## src/rtl/epg_pkg.sv

```systemverilog
`timescale 1ns/1ps
package epg_pkg;

    typedef enum logic [3:0] {
        ST_IDLE,
        ST_RAISE_VCC,
        ST_RAISE_VPP,
        ST_FETCH,
        ST_SETUP,
        ST_PULSE,
        ST_HOLD,
        ST_VERIFY,
        ST_LOWER_VPP,
        ST_LOWER_VCC,
        ST_SWEEP,
        ST_END
    } epg_state_e;

    typedef struct packed {
        logic ce_n;
        logic oe_n;
        logic dq_drive;
        logic core_hi;
        logic prog_on;
        logic take;
    } epg_pins_t;

    function automatic int at_least_one(input int v);
        return (v < 1) ? 1 : v;
    endfunction

endpackage

```

## src/rtl/epg_timer.sv

```systemverilog
`timescale 1ns/1ps
module epg_timer #(
    parameter int W = 8
) (
    input  logic         clk,
    input  logic         rst_n,
    input  logic         load,
    input  logic [W-1:0] load_val,
    output logic         expired
);
    logic [W-1:0] cnt_q;

    always_ff @(posedge clk) begin
        if (!rst_n) begin
            cnt_q <= '0;
        end else if (load) begin
            cnt_q <= load_val;
        end else if (cnt_q != '0) begin
            cnt_q <= cnt_q - 1'b1;
        end
    end

    assign expired = (cnt_q == '0);

    // A loaded count must run down without skipping: nonzero never jumps to a
    // value other than one less unless reloaded.
    assert_timer_step_R11: assert property (@(posedge clk) disable iff (!rst_n)
        (!load && cnt_q != '0) |=> (cnt_q == $past(cnt_q) - 1'b1));

endmodule

```

## src/rtl/epg_addr_walker.sv

```systemverilog
`timescale 1ns/1ps
module epg_addr_walker #(
    parameter int ADDR_W = 15
) (
    input  logic              clk,
    input  logic              rst_n,
    input  logic              clear,
    input  logic              step,
    output logic [ADDR_W-1:0] addr,
    output logic              at_last
);
    logic [ADDR_W-1:0] addr_q;

    always_ff @(posedge clk) begin
        if (!rst_n) begin
            addr_q <= '0;
        end else if (clear) begin
            addr_q <= '0;
        end else if (step) begin
            addr_q <= addr_q + 1'b1;
        end
    end

    assign addr    = addr_q;
    assign at_last = (addr_q == {ADDR_W{1'b1}});

    // The walk never wraps past the top location.
    assert_no_wrap_R3: assert property (@(posedge clk) disable iff (!rst_n)
        !(step && at_last && !clear));

    // Addresses only move upward by one.
    assert_ascending_R3: assert property (@(posedge clk) disable iff (!rst_n)
        (step && !clear) |=> (addr_q == $past(addr_q) + 1'b1));

endmodule

```

## src/rtl/epg_sum.sv

```systemverilog
`timescale 1ns/1ps
module epg_sum #(
    parameter int DW = 8,
    parameter int SW = 23
) (
    input  logic          clk,
    input  logic          rst_n,
    input  logic          clear,
    input  logic          add,
    input  logic [DW-1:0] value,
    output logic [SW-1:0] sum
);
    logic [SW-1:0] acc_q;

    always_ff @(posedge clk) begin
        if (!rst_n) begin
            acc_q <= '0;
        end else if (clear) begin
            acc_q <= '0;
        end else if (add) begin
            acc_q <= acc_q + SW'(value);
        end
    end

    assign sum = acc_q;

endmodule

```

## src/rtl/epg_sequencer.sv

```systemverilog
`timescale 1ns/1ps
module epg_sequencer
    import epg_pkg::*;
#(
    parameter int ADDR_W   = 15,
    parameter int DATA_W   = 8,
    parameter int CLK_MHZ  = 200,
    parameter int SETUP_US = 2,
    parameter int PULSE_US = 1000,
    parameter int HOLD_US  = 2,
    parameter int READ_NS  = 150
) (
    input  logic              clk,
    input  logic              rst_n,
    input  logic              start,
    input  logic [DATA_W-1:0] src_data,
    input  logic              src_valid,
    output logic              src_ready,
    output logic [ADDR_W-1:0] prom_addr,
    output logic [DATA_W-1:0] prom_dq_out,
    output logic              prom_dq_drive,
    input  logic [DATA_W-1:0] prom_dq_in,
    output logic              prom_ce_n,
    output logic              prom_oe_n,
    output logic              core_sup_hi,
    output logic              prog_sup_on,
    output logic              busy,
    output logic              done,
    output logic              fail
);
    localparam int SETUP_CYC = at_least_one(CLK_MHZ * SETUP_US);
    localparam int PULSE_CYC = at_least_one(CLK_MHZ * PULSE_US);
    localparam int HOLD_CYC  = at_least_one(CLK_MHZ * HOLD_US);
    localparam int READ_CYC  = at_least_one((CLK_MHZ * READ_NS + 999) / 1000 + 1);
    localparam int MAX_A     = (SETUP_CYC > PULSE_CYC) ? SETUP_CYC : PULSE_CYC;
    localparam int MAX_B     = (HOLD_CYC > READ_CYC) ? HOLD_CYC : READ_CYC;
    localparam int MAX_CYC   = (MAX_A > MAX_B) ? MAX_A : MAX_B;
    localparam int TMR_W     = $clog2(MAX_CYC + 1);
    localparam int SUM_W     = DATA_W + ADDR_W;

    localparam logic [TMR_W-1:0] LD_SETUP = TMR_W'(SETUP_CYC - 1);
    localparam logic [TMR_W-1:0] LD_PULSE = TMR_W'(PULSE_CYC - 1);
    localparam logic [TMR_W-1:0] LD_HOLD  = TMR_W'(HOLD_CYC - 1);
    localparam logic [TMR_W-1:0] LD_READ  = TMR_W'(READ_CYC - 1);

    epg_state_e        state_q, state_d;
    logic [DATA_W-1:0] data_q;
    logic              abort_q, done_q, fail_q;

    logic              tmr_load, tmr_exp;
    logic [TMR_W-1:0]  tmr_val;
    logic              addr_clr, addr_step, addr_last;
    logic [ADDR_W-1:0] addr_q;
    logic              sums_clr, psum_add, rsum_add;
    logic [SUM_W-1:0]  psum, rsum;
    logic              latch, abort_set, start_acc, verify_ok;
    epg_pins_t         pins;

    epg_timer #(.W(TMR_W)) u_timer (
        .clk      (clk),
        .rst_n    (rst_n),
        .load     (tmr_load),
        .load_val (tmr_val),
        .expired  (tmr_exp)
    );

    epg_addr_walker #(.ADDR_W(ADDR_W)) u_addr (
        .clk     (clk),
        .rst_n   (rst_n),
        .clear   (addr_clr),
        .step    (addr_step),
        .addr    (addr_q),
        .at_last (addr_last)
    );

    epg_sum #(.DW(DATA_W), .SW(SUM_W)) u_prog_sum (
        .clk   (clk),
        .rst_n (rst_n),
        .clear (sums_clr),
        .add   (psum_add),
        .value (src_data),
        .sum   (psum)
    );

    epg_sum #(.DW(DATA_W), .SW(SUM_W)) u_read_sum (
        .clk   (clk),
        .rst_n (rst_n),
        .clear (sums_clr),
        .add   (rsum_add),
        .value (prom_dq_in),
        .sum   (rsum)
    );

    assign verify_ok = (prom_dq_in == data_q);

    // Next state, timer loads and datapath strobes.
    always_comb begin
        state_d   = state_q;
        tmr_load  = 1'b0;
        tmr_val   = LD_SETUP;
        addr_clr  = 1'b0;
        addr_step = 1'b0;
        sums_clr  = 1'b0;
        psum_add  = 1'b0;
        rsum_add  = 1'b0;
        latch     = 1'b0;
        abort_set = 1'b0;
        start_acc = 1'b0;
        unique case (state_q)
            ST_IDLE: begin
                if (start) begin
                    start_acc = 1'b1;
                    addr_clr  = 1'b1;
                    sums_clr  = 1'b1;
                    tmr_load  = 1'b1;
                    tmr_val   = LD_SETUP;
                    state_d   = ST_RAISE_VCC;
                end
            end
            ST_RAISE_VCC: begin
                if (tmr_exp) begin
                    tmr_load = 1'b1;
                    tmr_val  = LD_SETUP;
                    state_d  = ST_RAISE_VPP;
                end
            end
            ST_RAISE_VPP: begin
                if (tmr_exp) state_d = ST_FETCH;
            end
            ST_FETCH: begin
                if (src_valid) begin
                    latch    = 1'b1;
                    psum_add = 1'b1;
                    tmr_load = 1'b1;
                    tmr_val  = LD_SETUP;
                    state_d  = ST_SETUP;
                end
            end
            ST_SETUP: begin
                if (tmr_exp) begin
                    tmr_load = 1'b1;
                    tmr_val  = LD_PULSE;
                    state_d  = ST_PULSE;
                end
            end
            ST_PULSE: begin
                if (tmr_exp) begin
                    tmr_load = 1'b1;
                    tmr_val  = LD_HOLD;
                    state_d  = ST_HOLD;
                end
            end
            ST_HOLD: begin
                if (tmr_exp) begin
                    tmr_load = 1'b1;
                    tmr_val  = LD_READ;
                    state_d  = ST_VERIFY;
                end
            end
            ST_VERIFY: begin
                if (tmr_exp) begin
                    if (!verify_ok || addr_last) begin
                        abort_set = !verify_ok;
                        tmr_load  = 1'b1;
                        tmr_val   = LD_SETUP;
                        state_d   = ST_LOWER_VPP;
                    end else begin
                        addr_step = 1'b1;
                        state_d   = ST_FETCH;
                    end
                end
            end
            ST_LOWER_VPP: begin
                if (tmr_exp) begin
                    tmr_load = 1'b1;
                    tmr_val  = LD_SETUP;
                    state_d  = ST_LOWER_VCC;
                end
            end
            ST_LOWER_VCC: begin
                if (tmr_exp) begin
                    if (abort_q) begin
                        state_d = ST_END;
                    end else begin
                        addr_clr = 1'b1;
                        tmr_load = 1'b1;
                        tmr_val  = LD_READ;
                        state_d  = ST_SWEEP;
                    end
                end
            end
            ST_SWEEP: begin
                if (tmr_exp) begin
                    rsum_add = 1'b1;
                    if (addr_last) begin
                        state_d = ST_END;
                    end else begin
                        addr_step = 1'b1;
                        tmr_load  = 1'b1;
                        tmr_val   = LD_READ;
                    end
                end
            end
            ST_END: begin
                state_d = ST_IDLE;
            end
            default: state_d = ST_IDLE;
        endcase
    end

    // State register with the few registers that travel with it.
    always_ff @(posedge clk) begin
        if (!rst_n) begin
            state_q <= ST_IDLE;
            data_q  <= '0;
            abort_q <= 1'b0;
            done_q  <= 1'b0;
            fail_q  <= 1'b0;
        end else begin
            state_q <= state_d;
            if (latch) data_q <= src_data;
            if (start_acc) begin
                abort_q <= 1'b0;
                done_q  <= 1'b0;
                fail_q  <= 1'b0;
            end
            if (abort_set) abort_q <= 1'b1;
            if (state_q == ST_END) begin
                done_q <= 1'b1;
                fail_q <= abort_q || (psum != rsum);
            end
        end
    end

    // Pin levels per state.
    always_comb begin
        pins = '{ce_n: 1'b1, oe_n: 1'b1, dq_drive: 1'b0,
                 core_hi: 1'b0, prog_on: 1'b0, take: 1'b0};
        unique case (state_q)
            ST_IDLE, ST_END, ST_LOWER_VCC: ;
            ST_RAISE_VCC: pins.core_hi = 1'b1;
            ST_RAISE_VPP: begin
                pins.core_hi = 1'b1;
                pins.prog_on = 1'b1;
            end
            ST_FETCH: begin
                pins.core_hi = 1'b1;
                pins.prog_on = 1'b1;
                pins.take    = 1'b1;
            end
            ST_SETUP, ST_HOLD: begin
                pins.core_hi  = 1'b1;
                pins.prog_on  = 1'b1;
                pins.dq_drive = 1'b1;
            end
            ST_PULSE: begin
                pins.core_hi  = 1'b1;
                pins.prog_on  = 1'b1;
                pins.dq_drive = 1'b1;
                pins.ce_n     = 1'b0;
            end
            ST_VERIFY: begin
                pins.core_hi = 1'b1;
                pins.prog_on = 1'b1;
                pins.oe_n    = 1'b0;
            end
            ST_LOWER_VPP: pins.core_hi = 1'b1;
            ST_SWEEP: begin
                pins.ce_n = 1'b0;
                pins.oe_n = 1'b0;
            end
            default: ;
        endcase
    end

    assign src_ready     = pins.take;
    assign prom_addr     = addr_q;
    assign prom_dq_out   = data_q;
    assign prom_dq_drive = pins.dq_drive;
    assign prom_ce_n     = pins.ce_n;
    assign prom_oe_n     = pins.oe_n;
    assign core_sup_hi   = pins.core_hi;
    assign prog_sup_on   = pins.prog_on;
    assign busy          = (state_q != ST_IDLE);
    assign done          = done_q;
    assign fail          = fail_q;

    assert_vpp_needs_core_R2: assert property (@(posedge clk) disable iff (!rst_n)
        prog_sup_on |-> core_sup_hi);

    assert_core_before_vpp_R2: assert property (@(posedge clk) disable iff (!rst_n)
        $rose(prog_sup_on) |-> $past(core_sup_hi));

    assert_no_contention_R7: assert property (@(posedge clk) disable iff (!rst_n)
        !(prom_dq_drive && !prom_oe_n));

    assert_data_before_pulse_R4: assert property (@(posedge clk) disable iff (!rst_n)
        ($fell(prom_ce_n) && prom_dq_drive) |-> ($past(prom_dq_drive) && prog_sup_on));

    assert_pulse_oe_high_R5: assert property (@(posedge clk) disable iff (!rst_n)
        (!prom_ce_n && prom_dq_drive) |-> (prom_oe_n && prog_sup_on));

    assert_pulse_stable_R5: assert property (@(posedge clk) disable iff (!rst_n)
        (!prom_ce_n && prom_dq_drive && $past(!prom_ce_n && prom_dq_drive))
            |-> ($stable(prom_addr) && $stable(prom_dq_out)));

    assert_hold_after_pulse_R6: assert property (@(posedge clk) disable iff (!rst_n)
        ($rose(prom_ce_n) && $past(prom_dq_drive)) |-> prom_dq_drive);

    assert_fail_with_done_R8: assert property (@(posedge clk) disable iff (!rst_n)
        fail |-> done);

    assert_take_only_busy_R3: assert property (@(posedge clk) disable iff (!rst_n)
        src_ready |-> (busy && prog_sup_on));

endmodule

```

## config.mk

```make
export PLATFORM = sky130hd
export DESIGN_NAME = epg_sequencer
export DESIGN_NICKNAME = d
export VERILOG_FILES = /design/src/rtl/epg_pkg.sv /design/src/rtl/epg_timer.sv /design/src/rtl/epg_addr_walker.sv /design/src/rtl/epg_sum.sv /design/src/rtl/epg_sequencer.sv
export SDC_FILE = /design/constraint.sdc
export NUM_CORES = 1
export LEC_CHECK = 0
export CELL_PAD_IN_SITES_DETAIL_PLACEMENT = 0
export CELL_PAD_IN_SITES_GLOBAL_PLACEMENT = 1
export CORE_AREA = 2 2 123 101
export CTS_CLUSTER_DIAMETER = 150
export DETAILED_ROUTE_END_ITERATION = 7
export DIE_AREA = 0 0 125 103
export DONT_BUFFER_PORTS = 1
export GPL_ROUTABILITY_DRIVEN = 0
export GPL_TIMING_DRIVEN = 0
export PLACE_DENSITY_LB_ADDON = 0.1
export SYNTH_ARGS = -nofsm -noshare
export SYNTH_HDL_FRONTEND = slang
export SYNTH_SLANG_ARGS = --single-unit
export TNS_END_PERCENT = 10
```

## constraint.sdc

```tcl
create_clock -name clk -period 3 [get_ports clk]
set_input_delay 0.45 -clock clk [delete_from_list [all_inputs] [get_ports clk]]
set_output_delay 0.45 -clock clk [all_outputs]
set_load 0.02 [all_outputs]
```

**After elaboration in Yosys (flattened, before gate mapping)**

Cells that the tools add are included.
Widths: inputs -> output; s select.

- $add $sub $neg: 4
- Equality and inequality tests: 26
- Mux-type cells: 54
- Bitwise logic cells: 1
- Reduce and logical (&&, ||, !) cells: 19

Operator list:

| cell | number |
|---|---|
| $pmux 18 s4 | 1 |
| $mux 18 | 3 |
| $mux 4 | 13 |
| $add 23x8->23 | 2 |
| $mux 9 | 5 |
| $pmux 4 s11 | 1 |
| $mux 1 | 28 |
| $ne 2x2->1 const B | 12 |
| $ne 23x23->1 | 1 |
| $logic_not 18->1 | 1 |
| $reduce_bool 18->1 | 1 |
| $sub 18x1->18 const B | 1 |
| $eq 4x3->1 const B | 4 |
| $eq 4x4->1 const B | 4 |
| $add 15x1->15 const B | 1 |
| $eq 15x15->1 const B | 1 |
| $reduce_and 12->1 | 1 |
| $eq 4x2->1 const B | 2 |
| $eq 8x8->1 | 1 |
| $reduce_or 2->1 | 4 |
| $reduce_or 8->1 | 1 |
| $pmux 1 s6 | 1 |
| $reduce_bool 2->1 | 3 |
| $reduce_or 6->1 | 1 |
| 9 further kinds | 11 |

- Register bits after elaboration: 94
- Input port bits: 20
- Output and inout bits: 32

**Logic depth before layout (Yosys ltp)**

Gate-level depths: netlist of run 1.

- Word-level depth: 7
- Depth in mapped cells: 9
- Depth with buffers taken out: 9

**Cells and area by module**

Synthesis of run 1 repeated with hierarchy kept, for this count alone.

- Cell total of the unflattened synthesis: 712
- Area total of the unflattened synthesis: 5796.8 um2

By module, submodules not included:

| module | instances | cells an instance | area each (um2) |
|---|---|---|---|
| epg_sum | 2 | 164 | 1408.9 |
| epg_sequencer | 1 | 180 | 1290.0 |
| epg_timer | 1 | 122 | 970.9 |
| epg_addr_walker | 1 | 82 | 718.2 |

**Worst setup path before layout of run 1**

Ideal clock, no wire load.

- Path kind: register -> register
- Start: register u_timer.cnt_q[11]
- End: register u_addr.addr_q[7], in the netlist u_addr.addr[7]
- Library setup time: 0.072 ns
- Arrival time: 2.221 ns
- Data required time: 2.928 ns
- Path slack: 0.708 ns
- Stages on the path, launching flop included: 8
- Path buffers: 1
- Clock period less this slack: 2.292 ns
- Cells stage by stage: dfxtp_1 or4_4 and4b_1 nand2_2 a2111o_1 buf_6 nor3_1 mux2i_1

- Word-level cells in the longest chain between the ends: 4
- Elaborated cells on any way between the ends: 7
- Classes of those cells: 5 x mux; 2 x reduce/logical

Ends and longest elaborated chain:

| element | line | text |
|---|---|---|
| from (decl) | epg_timer.sv:11 | `logic [W-1:0] cnt_q;` |
| from (signal assigned) | epg_timer.sv:17 | `cnt_q <= load_val;` |
| from (signal assigned) | epg_timer.sv:19 | `cnt_q <= cnt_q - 1'b1;` |
| $logic_not 18->1 * | epg_timer.sv:23 | `assign expired = (cnt_q == '0);` |
| $mux 1 | epg_sequencer.sv:181 | `if (tmr_exp) begin` |
| $pmux 1 s2 | epg_sequencer.sv:109 | `unique case (state_q)` |
| $reduce_or 2->1 (no line) | n/a |  |
| to (signal assigned) | epg_addr_walker.sv:20 | `addr_q <= addr_q + 1'b1;` |
| to (decl) | epg_addr_walker.sv:12 | `logic [ADDR_W-1:0] addr_q;` |

Every way passes the cells marked *; elsewhere a longest branch is shown, timed or not.
A chain may end at the register's enable or synchronous reset.

**Worst setup path after layout of run 1**

- Start: register u_timer.cnt_q[11]
- End: register u_read_sum.acc_q[3], in the netlist u_read_sum.sum[3]

- Word-level cells in the longest chain between the ends: 3

Ends and longest elaborated chain:

| element | line | text |
|---|---|---|
| $logic_not 18->1 | epg_timer.sv:23 |  |
| $mux 1 | epg_sequencer.sv:193 | `if (tmr_exp) begin` |
| $mux 1 | epg_sequencer.sv:109 |  |
| to (signal assigned) | epg_sum.sv:21 | `acc_q <= acc_q + SW'(value);` |
| to (decl) | epg_sum.sv:13 | `logic [SW-1:0] acc_q;` |

No other way between the ends.

==> run_results.csv, run 1 <==
group,metric,value,unit
power,peakVddDrop,0.4027,mV
global_routing,grt.overflow.total,0,
die,coreArea,0.01180,mm^2
synthesis,synth_cell_types,57,
critical_path,crit_chain,"or4_4 > and4b_1 > nand2_2 > clkbuf_1 > nor2_1 > o211ai_1 > a21oi_1",
cts,clk_pin_slew_worst_paths,70,ps
placement,place_ws,263.6,ps
cts,cts_buffers,9,
hold_path,holdPathEnd,"prom_dq_out[2]$_SDFFE_PN0P_",
timing,hold_viol_final,0,
final_layout,layout_commonest_cell,"dfxtp_1",
cts,cts_resized,0,
critical_path,worstPathRequired,3280,ps
final_layout,area_delta_synth_final,8.695,%
cts,hold_buffers,0,
critical_path,end_kind,"register",
detailed_routing,ant_nets,0,
die,pin_count,52,
synthesis,yosysSeqAreaShare,0.3432,
power,p_per_area,626.5,mW/mm^2
cts,clock_sinks,94,
critical_path,r2r_start,"u_timer.cnt_q[11]$_SDFFE_PN0P_",
synthesis,yosysTopAreaCellShare,0.3432,
timing,fin_skew,5.883,ps
final_layout,drive_gt1_frac,0.03913,
detailed_routing,vias_per_cell,5.714,
power,p_leak,2.086,nW
global_routing,antenna_found_initial,0,
detailed_routing,drtIter0Drc,331,
critical_path,crit_arrival,3070,ps
synthesis,yosysWarnings,0,
critical_path,path_class,"register to register",
hold_path,min_path_cells,2,
final_layout,final_util,0.5050,
timing,finalSetupViolCount,0,
detailed_routing,first_pass_iters,5,
timing,grt_setup_unrepaired,"false",
critical_path,r2r_slack,210,ps
die,rows,36,
timing,drv_slew,0,
critical_path,cp_slowest_cell,"nor2_1",
status,status,"finished, final reports clean",
synthesis,synthFlopType,"dfxtp_1",
die,fp.dieW,125,um
die,die_h,103,um
synthesis,synth-seq-cells,94,
cts,clk_path_buf_depth,2,
timing,slew_headroom,0.4528,
synthesis,avgSynthCellArea,8.123,um^2
final_layout,layout_common_cells,"dfxtp_1 (94), nand2_1 (84), nor2_1 (66)",
synthesis,yosys.area.top_type,"dfxtp_1",
synthesis,synth_area_leaders,"dfxtp_1 (34%), xnor2_1 (8.5%), nand2_1 (5.8%)",
synthesis,synthArstFlopShare,0,
timing,fin_crit_sh,0.9299,
critical_path,r2r_cells,7,
run,maxCapViolations,0,
detailed_routing,vias,4811,
placement,io_buffers,0,
global_routing,grt_pass1_wl,23570,um
critical_path,start_kind,"register",
placement,dp.cells,827,
synthesis,synth_edf_count,0,
timing,setup-tns-final,0,ps
detailed_routing,wl_per_cell,17.32,um
final_layout,nets,727,
detailed_routing,drc,0,
global_routing,grtUsageTotal,0.2317,
detailed_routing,routed_wl,14580,um
critical_path,crit_fanout,10,
hold_path,min_path_type,"primary input to register",
cts,clkLatencyLatePin,350,ps
global_routing,grt_max_degree,15,
cts,htreeDepth,3,
cts,cts_tree,"yes",
final_layout,fin_cells,842,
timing,setup_slack,210.4,ps
die,initial_utilization,0.4646,
timing,fin_crit,2790,ps
final_layout,diodes,0,
placement,hpwl,10980,um
critical_path,regToRegEndpoint,"u_read_sum.sum[3]$_SDFFE_PP0P_",
die,fp.dieArea,0.01288,mm^2
hold_path,hp-start,"src_data[2]",
power,p_total,3.734,mW
global_routing,grt_pass1_vias,4511,
synthesis,syn_area,0.005483,mm^2
timing,fmax,358.5,MHz
critical_path,cp_slowest_stage_delay,600,ps
synthesis,syn_inst,675,
timing,tightest_slew,820.9,ps
cts,cts_post_setup_buffers_inserted,0,
cts,clockRootBuffer,"clkbuf_16",
synthesis,syn_nets,716,
[Yosys cell counts, drive strengths merged (5+ instances only)]
master and instances:
nor2 66, or4 11, o21a 5, dfxtp 94, and2 10, clkbuf 25, a31oi 6, nand4 11
nor3b 6, nand2 86, nor3 25, a21oi 27, o21ai 24, nand3 29, nand2b 11, ha 19
a21o 5, mux2i 6, and3 14, inv 14, o211ai 13, a21boi 13, a211oi 6, xnor2 53
xor2 30, nor4 11, or3 6
[worst max path at each step]
stage	cells past startpoint	slack, ps	from	endpoint
floorplan	7	710	u_timer.cnt_q[11]$_SDFFE_PN0P_	u_addr.addr[7]$_SDFFE_PP0P_
global placement	8	280	u_timer.cnt_q[11]$_SDFFE_PN0P_	u_timer.cnt_q[14]$_SDFFE_PN0P_
detailed placement	7	260	u_timer.cnt_q[11]$_SDFFE_PN0P_	u_read_sum.sum[3]$_SDFFE_PP0P_
CTS	7	240	u_timer.cnt_q[11]$_SDFFE_PN0P_	u_read_sum.sum[3]$_SDFFE_PP0P_
global route	7	40	u_timer.cnt_q[11]$_SDFFE_PN0P_	u_read_sum.sum[3]$_SDFFE_PP0P_
finish	7	210	u_timer.cnt_q[11]$_SDFFE_PN0P_	u_read_sum.sum[3]$_SDFFE_PP0P_
[area by class of cell]
| type | instances | area (um^2) |
|---|---|---|
| multi-input cells | 539 | 3433 |
| clock buffers | 13 | 270.3 |
| well taps | 152 | 190.2 |
| fillers | 1179 | 5842 |
| inverters | 14 | 52.55 |
| clock inverters | 2 | 16.27 |
| flip-flops and latches | 94 | 1882 |
| plain buffers | 28 | 115.1 |
[cell families after synthesis]
kind of cell	after synthesis	share of synthesized area
simple gates	306	0.2843
compound gates	123	0.1477
flops	94	0.3432
xor+xnor	83	0.1326
buf+inv	42	0.03058
fa+ha+maj	21	0.05066
mux	6	0.01095
[power by group]
part	leakage, nW	internal [mW]	switching, mW
logic	1.19	0.425	0.714
clock network	0.138	0.628	0.491
registers	0.760	1.36	0.118
total	2.09	2.41	1.32
[stage by stage]
step	hold slack, ps	area (um^2)
after floorplan	460.9	5483
after global placement	477.5	5673
after detailed placement	477.8	5673
after CTS	229.9	5959
after global routing	237.5	5959
final	243.2	5959
[routing by layer]
layer | GRT usage | share of wire | up-vias | wire [um]
met2 | 0.3612 | 0.44 | 100 | 6392
li1 | - | - | 2412 | -
met1 | 0.3209 | 0.49 | 2287 | 7181
met3 | 0.06902 | 0.056 | 12 | 823
met5 | 0 | 0 | - | 0
met4 | 0.04957 | 0.013 | 0 | 184
[sequential cells by signal, indices dropped and copies added (netlist names)]
register / flops
done: 1
u_prog_sum.sum: 23
state_q: 4
prom_dq_out: 8
fail: 1
abort_q: 1
u_timer.cnt_q: 18
u_read_sum.sum: 23
u_addr.addr: 15
[critical path, delay by kind of cell (launching register included)]
family / cells / cell delay (ps)
and+or+nand+nor: 4 / 1690
AOI/OAI and AO/OA: 2 / 370
DFF: 1 / 350
buffers and inverters: 1 / 290
No activity file was read; power rests on OpenSTA's default activity.
==> run 2: changes to the inputs <==
MAX_ROUTING_LAYER = met4   (was unset)
==> run 2 against run 1 <==
Against the previous run: non-clock buffer count unchanged; maximum frequency hardly changed; global-route usage grew 0.77 points; largest cell class unchanged; highest routed layer unchanged.
==> run_results.csv, run 2 (same netlist as run 1, synthesis figures left out) <==
group,metric,value,unit
detailed_routing,first_pass_iters,6,
critical_path,end_kind,"register",
hold_path,hp-start,"src_data[7]",
timing,fin_skew,5.858,ps
cts,cts_post_setup_buffers_inserted,0,
critical_path,cp_slowest_cell,"nor2_1",
timing,fmax,358.2,MHz
run,maxCapViolations,0,
critical_path,path_class,"register to register",
die,fp.dieW,125,um
final_layout,multiInputGateArea,0.003433,mm^2
critical_path,r2r_cells,7,
critical_path,crit_fanout,10,
timing,hold_viol_final,0,
timing,tightest_slew,819.6,ps
detailed_routing,drc,0,
cts,htreeDepth,3,
die,initial_utilization,0.4646,
power,p_per_area,626.0,mW/mm^2
timing,setup-tns-final,0,ps
critical_path,start_kind,"register",
power,peakVddDrop,0.3995,mV
final_layout,area_delta_synth_final,8.695,%
final_layout,diodes,0,
critical_path,r2r_start,"u_timer.cnt_q[11]$_SDFFE_PN0P_",
final_layout,regArea,0.001882,mm^2
detailed_routing,ant_nets,0,
detailed_routing,vias_per_cell,5.702,
global_routing,grt_max_degree,15,
final_layout,final_util,0.5050,
cts,cts_buffers,9,
detailed_routing,drtIter0Drc,312,
cts,clkLatencyLatePin,350,ps
global_routing,grt.overflow.total,0,
detailed_routing,routed_wl,14590,um
global_routing,grt_pass1_wl,23580,um
cts,cts_resized,0,
final_layout,nets,727,
timing,fin_crit_sh,0.9307,
detailed_routing,wl_per_cell,17.32,um
placement,hpwl,10980,um
die,rows,36,
die,die_h,103,um
critical_path,crit_chain,"or4_4 > and4b_1 > nand2_2 > clkbuf_1 > nor2_1 > o211ai_1 > a21oi_1",
timing,timing.hold.ws,244.7,ps
die,pin_count,52,
cts,clk_pin_slew_worst_paths,70,ps
power,p_total,3.731,mW
placement,io_buffers,0,
cts,clk_path_buf_depth,2,
cts,clock_sinks,94,
cts,cts_tree,"yes",
final_layout,drive_gt1_frac,0.03913,
critical_path,crit_arrival,3070,ps
critical_path,regToRegEndpoint,"u_read_sum.sum[3]$_SDFFE_PP0P_",
placement,place_ws,263.6,ps
timing,drv_slew,0,
global_routing,grt_pass1_vias,4505,
die,fp.dieArea,0.01288,mm^2
status,status,"finished, final reports clean",
critical_path,cp_slowest_stage_delay,600,ps
hold_path,min_path_type,"primary input to register",
power,p_leak,2.086,nW
timing,finalSetupViolCount,0,
cts,clockRootBuffer,"clkbuf_16",
timing,setup_slack,207.9,ps
timing,fin_crit,2792,ps
cts,hold_buffers,0,
hold_path,min_path_cells,2,
final_layout,layout_commonest_cell,"dfxtp_1",
global_routing,grtUsageTotal,0.2394,
hold_path,holdPathEnd,"prom_dq_out[7]$_SDFFE_PN0P_",
timing,grt_setup_unrepaired,"false",
global_routing,antenna_found_initial,0,
final_layout,fillers,1179,
final_layout,layout_common_cells,"dfxtp_1 (94), nand2_1 (84), nor2_1 (66)",
critical_path,r2r_slack,210,ps
die,coreArea,0.01180,mm^2
timing,slew_headroom,0.4536,
detailed_routing,vias,4801,
critical_path,worstPathRequired,3280,ps
-- run 2: area by class of cell --
| cell class | instances | area share |
|---|---|---|
| buffer | 28 | 0.01932 |
| clock buffer | 13 | 0.04535 |
| clock inverter | 2 | 0.002729 |
| inverter | 14 | 0.008818 |
| multi-input combinational | 539 | 0.5761 |
| sequential | 94 | 0.3158 |
| tap | 152 | 0.03191 |
-- run 2: stage by stage --
stage	instance area, um^2	cells
3_3_place_gp	5673	827
4_1_cts	5959	842
3_5_place_dp	5673	827
6_report	5959	842
5_1_grt	5959	842
2_1_floorplan	5483	675
-- run 2: report_power, final --
part	total [mW]	internal, mW	switching (mW)
Sequential	1.48	1.36	0.119
Combinational	1.14	0.425	0.714
Clock	1.12	0.628	0.488
-- run 2: worst max path at each step --
| stage | to | slack, ps | from | cells past startpoint |
|---|---|---|---|---|
| 5_1_grt | u_read_sum.sum[3]$_SDFFE_PP0P_ | 30 | u_timer.cnt_q[11]$_SDFFE_PN0P_ | 7 |
| 6_report | u_read_sum.sum[3]$_SDFFE_PP0P_ | 210 | u_timer.cnt_q[11]$_SDFFE_PN0P_ | 7 |
| 4_1_cts | u_read_sum.sum[3]$_SDFFE_PP0P_ | 240 | u_timer.cnt_q[11]$_SDFFE_PN0P_ | 7 |
| 2_1_floorplan | u_addr.addr[7]$_SDFFE_PP0P_ | 710 | u_timer.cnt_q[11]$_SDFFE_PN0P_ | 7 |
| 3_3_place_gp | u_timer.cnt_q[14]$_SDFFE_PN0P_ | 280 | u_timer.cnt_q[11]$_SDFFE_PN0P_ | 8 |
| 3_5_place_dp | u_read_sum.sum[3]$_SDFFE_PP0P_ | 260 | u_timer.cnt_q[11]$_SDFFE_PN0P_ | 7 |
-- run 2: metal layers --
layer  up-vias  routed length, um  GRT usage
li1       2415                  -          -
met1      2261               7131     0.3235
met2       110               6392     0.3595
met3        15                888    0.06850
met4         0                175    0.04957
met5         -                  0          -
-- run 2: critical path, delay by kind of cell, from the launching register on --
| kind | cells | cell delay, ps |
|---|---|---|
| AND/OR/NAND/NOR | 4 | 1690 |
| flip-flops | 1 | 350 |
| AO/OA/AOI/OAI | 2 | 370 |
| buffers and inverters | 1 | 300 |
==> run 3: changes to the inputs <==
CORE_AREA = 2 2 121 99   (was 2 2 123 101)
CTS_BUF_LIST = sky130_fd_sc_hd__clkbuf_2 sky130_fd_sc_hd__clkbuf_4 sky130_fd_sc_hd__clkbuf_8   (was unset)
DIE_AREA = 0 0 123 101   (was 0 0 125 103)
==> run 3 against run 2 <==
Against the previous run: hold slack lost 22 ps; critical path type unchanged; critical endpoint unchanged; via count increased by 1.6%; critical path depth unchanged; largest cell class unchanged; final area decreased by 1.8%; sequential power about the same; power fell by 8.5%.
==> run_results.csv, run 3 (same netlist as run 1, synthesis figures left out) <==
group,metric,value,unit
cts,clk_path_buf_depth,2,
global_routing,grt_pass1_vias,4538,
timing,fin_skew,10.27,ps
critical_path,worstPathRequired,3290,ps
placement,io_buffers,0,
final_layout,final_cell_area,0.005849,mm^2
critical_path,r2r_cells,7,
final_layout,area_delta_synth_final,6.686,%
die,fp.dieW,123,um
global_routing,antenna_found_initial,0,
cts,cts_buffers,9,
power,p_leak,2.041,nW
final_layout,fillers,1126,
cts,clk_pin_slew_worst_paths,80,ps
die,fp.dieArea,0.01242,mm^2
placement,dp.cells,823,
timing,slew_headroom,0.4701,
global_routing,grt_max_degree,15,
timing,setup-tns-final,0,ps
timing,fin_crit,2741,ps
detailed_routing,drc,0,
critical_path,end_kind,"register",
detailed_routing,wl_per_cell,16.96,um
detailed_routing,vias_per_cell,5.813,
die,coreArea,0.01130,mm^2
global_routing,grt.overflow.total,0,
cts,htreeDepth,3,
power,peakVddDrop,0.2442,mV
critical_path,regToRegEndpoint,"u_read_sum.sum[3]$_SDFFE_PP0P_",
timing,tightest_slew,794.9,ps
status,status,"finished, final reports clean",
detailed_routing,first_pass_iters,5,
critical_path,crit_start,"u_timer.cnt_q[11]$_SDFFE_PN0P_",
timing,hold_viol_final,0,
hold_path,min_path_cells,2,
die,rows,35,
critical_path,crit_fanout,10,
timing,drv_slew,0,
timing,grt_setup_unrepaired,"false",
detailed_routing,vias,4877,
global_routing,grt_pass1_wl,23080,um
cts,cts_tree,"yes",
final_layout,drive_gt1_frac,0.04342,
critical_path,crit_arrival,3040,ps
die,die_h,101,um
critical_path,r2r_slack,260,ps
placement,hpwl,10790,um
detailed_routing,ant_nets,0,
critical_path,r2r_start,"u_timer.cnt_q[11]$_SDFFE_PN0P_",
cts,hold_buffers,0,
critical_path,start_kind,"register",
critical_path,path_class,"register to register",
die,pin_count,52,
cts,cts_resized,0,
final_layout,layout_common_cells,"dfxtp_1 (94), nand2_1 (84), nor2_1 (66)",
detailed_routing,drtIter0Drc,343,
critical_path,crit_end,"u_read_sum.sum[3]$_SDFFE_PP0P_",
cts,clkLatencyLatePin,370,ps
detailed_routing,routed_wl,14230,um
timing,fin_crit_sh,0.9138,
final_layout,fin_cells,839,
run,maxCapViolations,0,
hold_path,min_path_type,"primary input to register",
cts,clockRootBuffer,"clkbuf_8",
cts,clock_sinks,94,
timing,finalSetupViolCount,0,
die,initial_utilization,0.4853,
power,p_per_area,583.4,mW/mm^2
final_layout,nets,727,
final_layout,diodes,0,
placement,placed_area,0.005668,mm^2
timing,fmax,364.8,MHz
cts,cts_post_setup_buffers_inserted,0,
final_layout,layout_commonest_cell,"dfxtp_1",
global_routing,grtUsageTotal,0.2440,
==> run 3: through the flow <==
stage	power, mW	hold WS (ps)	setup WS, ps	util
5_1_grt	3.632	216.8	41.93	0.5177
3_5_place_dp	2.618	483.9	289.7	0.5017
2_1_floorplan	2.348	460.9	707.7	-
4_1_cts	3.426	206.9	261.8	0.5176
3_3_place_gp	2.598	477.6	286.8	0.5017
6_report	3.412	222.8	258.6	0.5177
==> run 3: worst min-delay path by stage <==
stage	startpoint	to	slack [ps]
2_1_floorplan	u_prog_sum.sum[4]$_SDFFE_PP0P_	u_prog_sum.sum[4]$_SDFFE_PP0P_	460
3_3_place_gp	u_read_sum.sum[6]$_SDFFE_PP0P_	u_read_sum.sum[6]$_SDFFE_PP0P_	480
3_5_place_dp	u_prog_sum.sum[0]$_SDFFE_PP0P_	u_prog_sum.sum[0]$_SDFFE_PP0P_	480
4_1_cts	src_data[2]	prom_dq_out[2]$_SDFFE_PN0P_	210
5_1_grt	src_data[5]	prom_dq_out[5]$_SDFFE_PN0P_	220
6_report	src_data[2]	prom_dq_out[2]$_SDFFE_PN0P_	220
==> run 3: layout make-up <==
class                           count  area (um^2)  area share
Sequential cell                    94         1882      0.3217
Clock inverter                      3        20.02    0.003422
Tap cell                          148        185.2     0.03166
Multi-Input combinational cell    539         3433      0.5870
Inverter                           14        52.55    0.008984
Clock buffer                       13        160.2     0.02738
Buffer                             28        116.4     0.01989
==> run 3: critical path, cell delays in order, from the launching register on <==
cell      delay [ps]
dfxtp_1          350
or4_4            550
and4b_1          390
nand2_2          180
clkbuf_1         300
nor2_1           550
o211ai_1         180
a21oi_1          160
==> run 3: power breakdown <==
| part | internal [mW] | leakage, nW | switching [mW] | total, mW |
|---|---|---|---|---|
| Sequential | 1.36 | 0.760 | 0.114 | 1.47 |
| Combinational | 0.426 | 1.19 | 0.714 | 1.14 |
| Clock | 0.352 | 0.0899 | 0.451 | 0.802 |
| Total | 2.13 | 2.04 | 1.28 | 3.41 |
==> run 3: layer usage <==
layer,share of wire,vias up,global-route usage
met1,0.49,2347,0.3351
met5,0,-,-
li1,-,2413,-
met3,0.050,16,0.05543
met2,0.45,101,0.3680
met4,0.011,0,0.05070
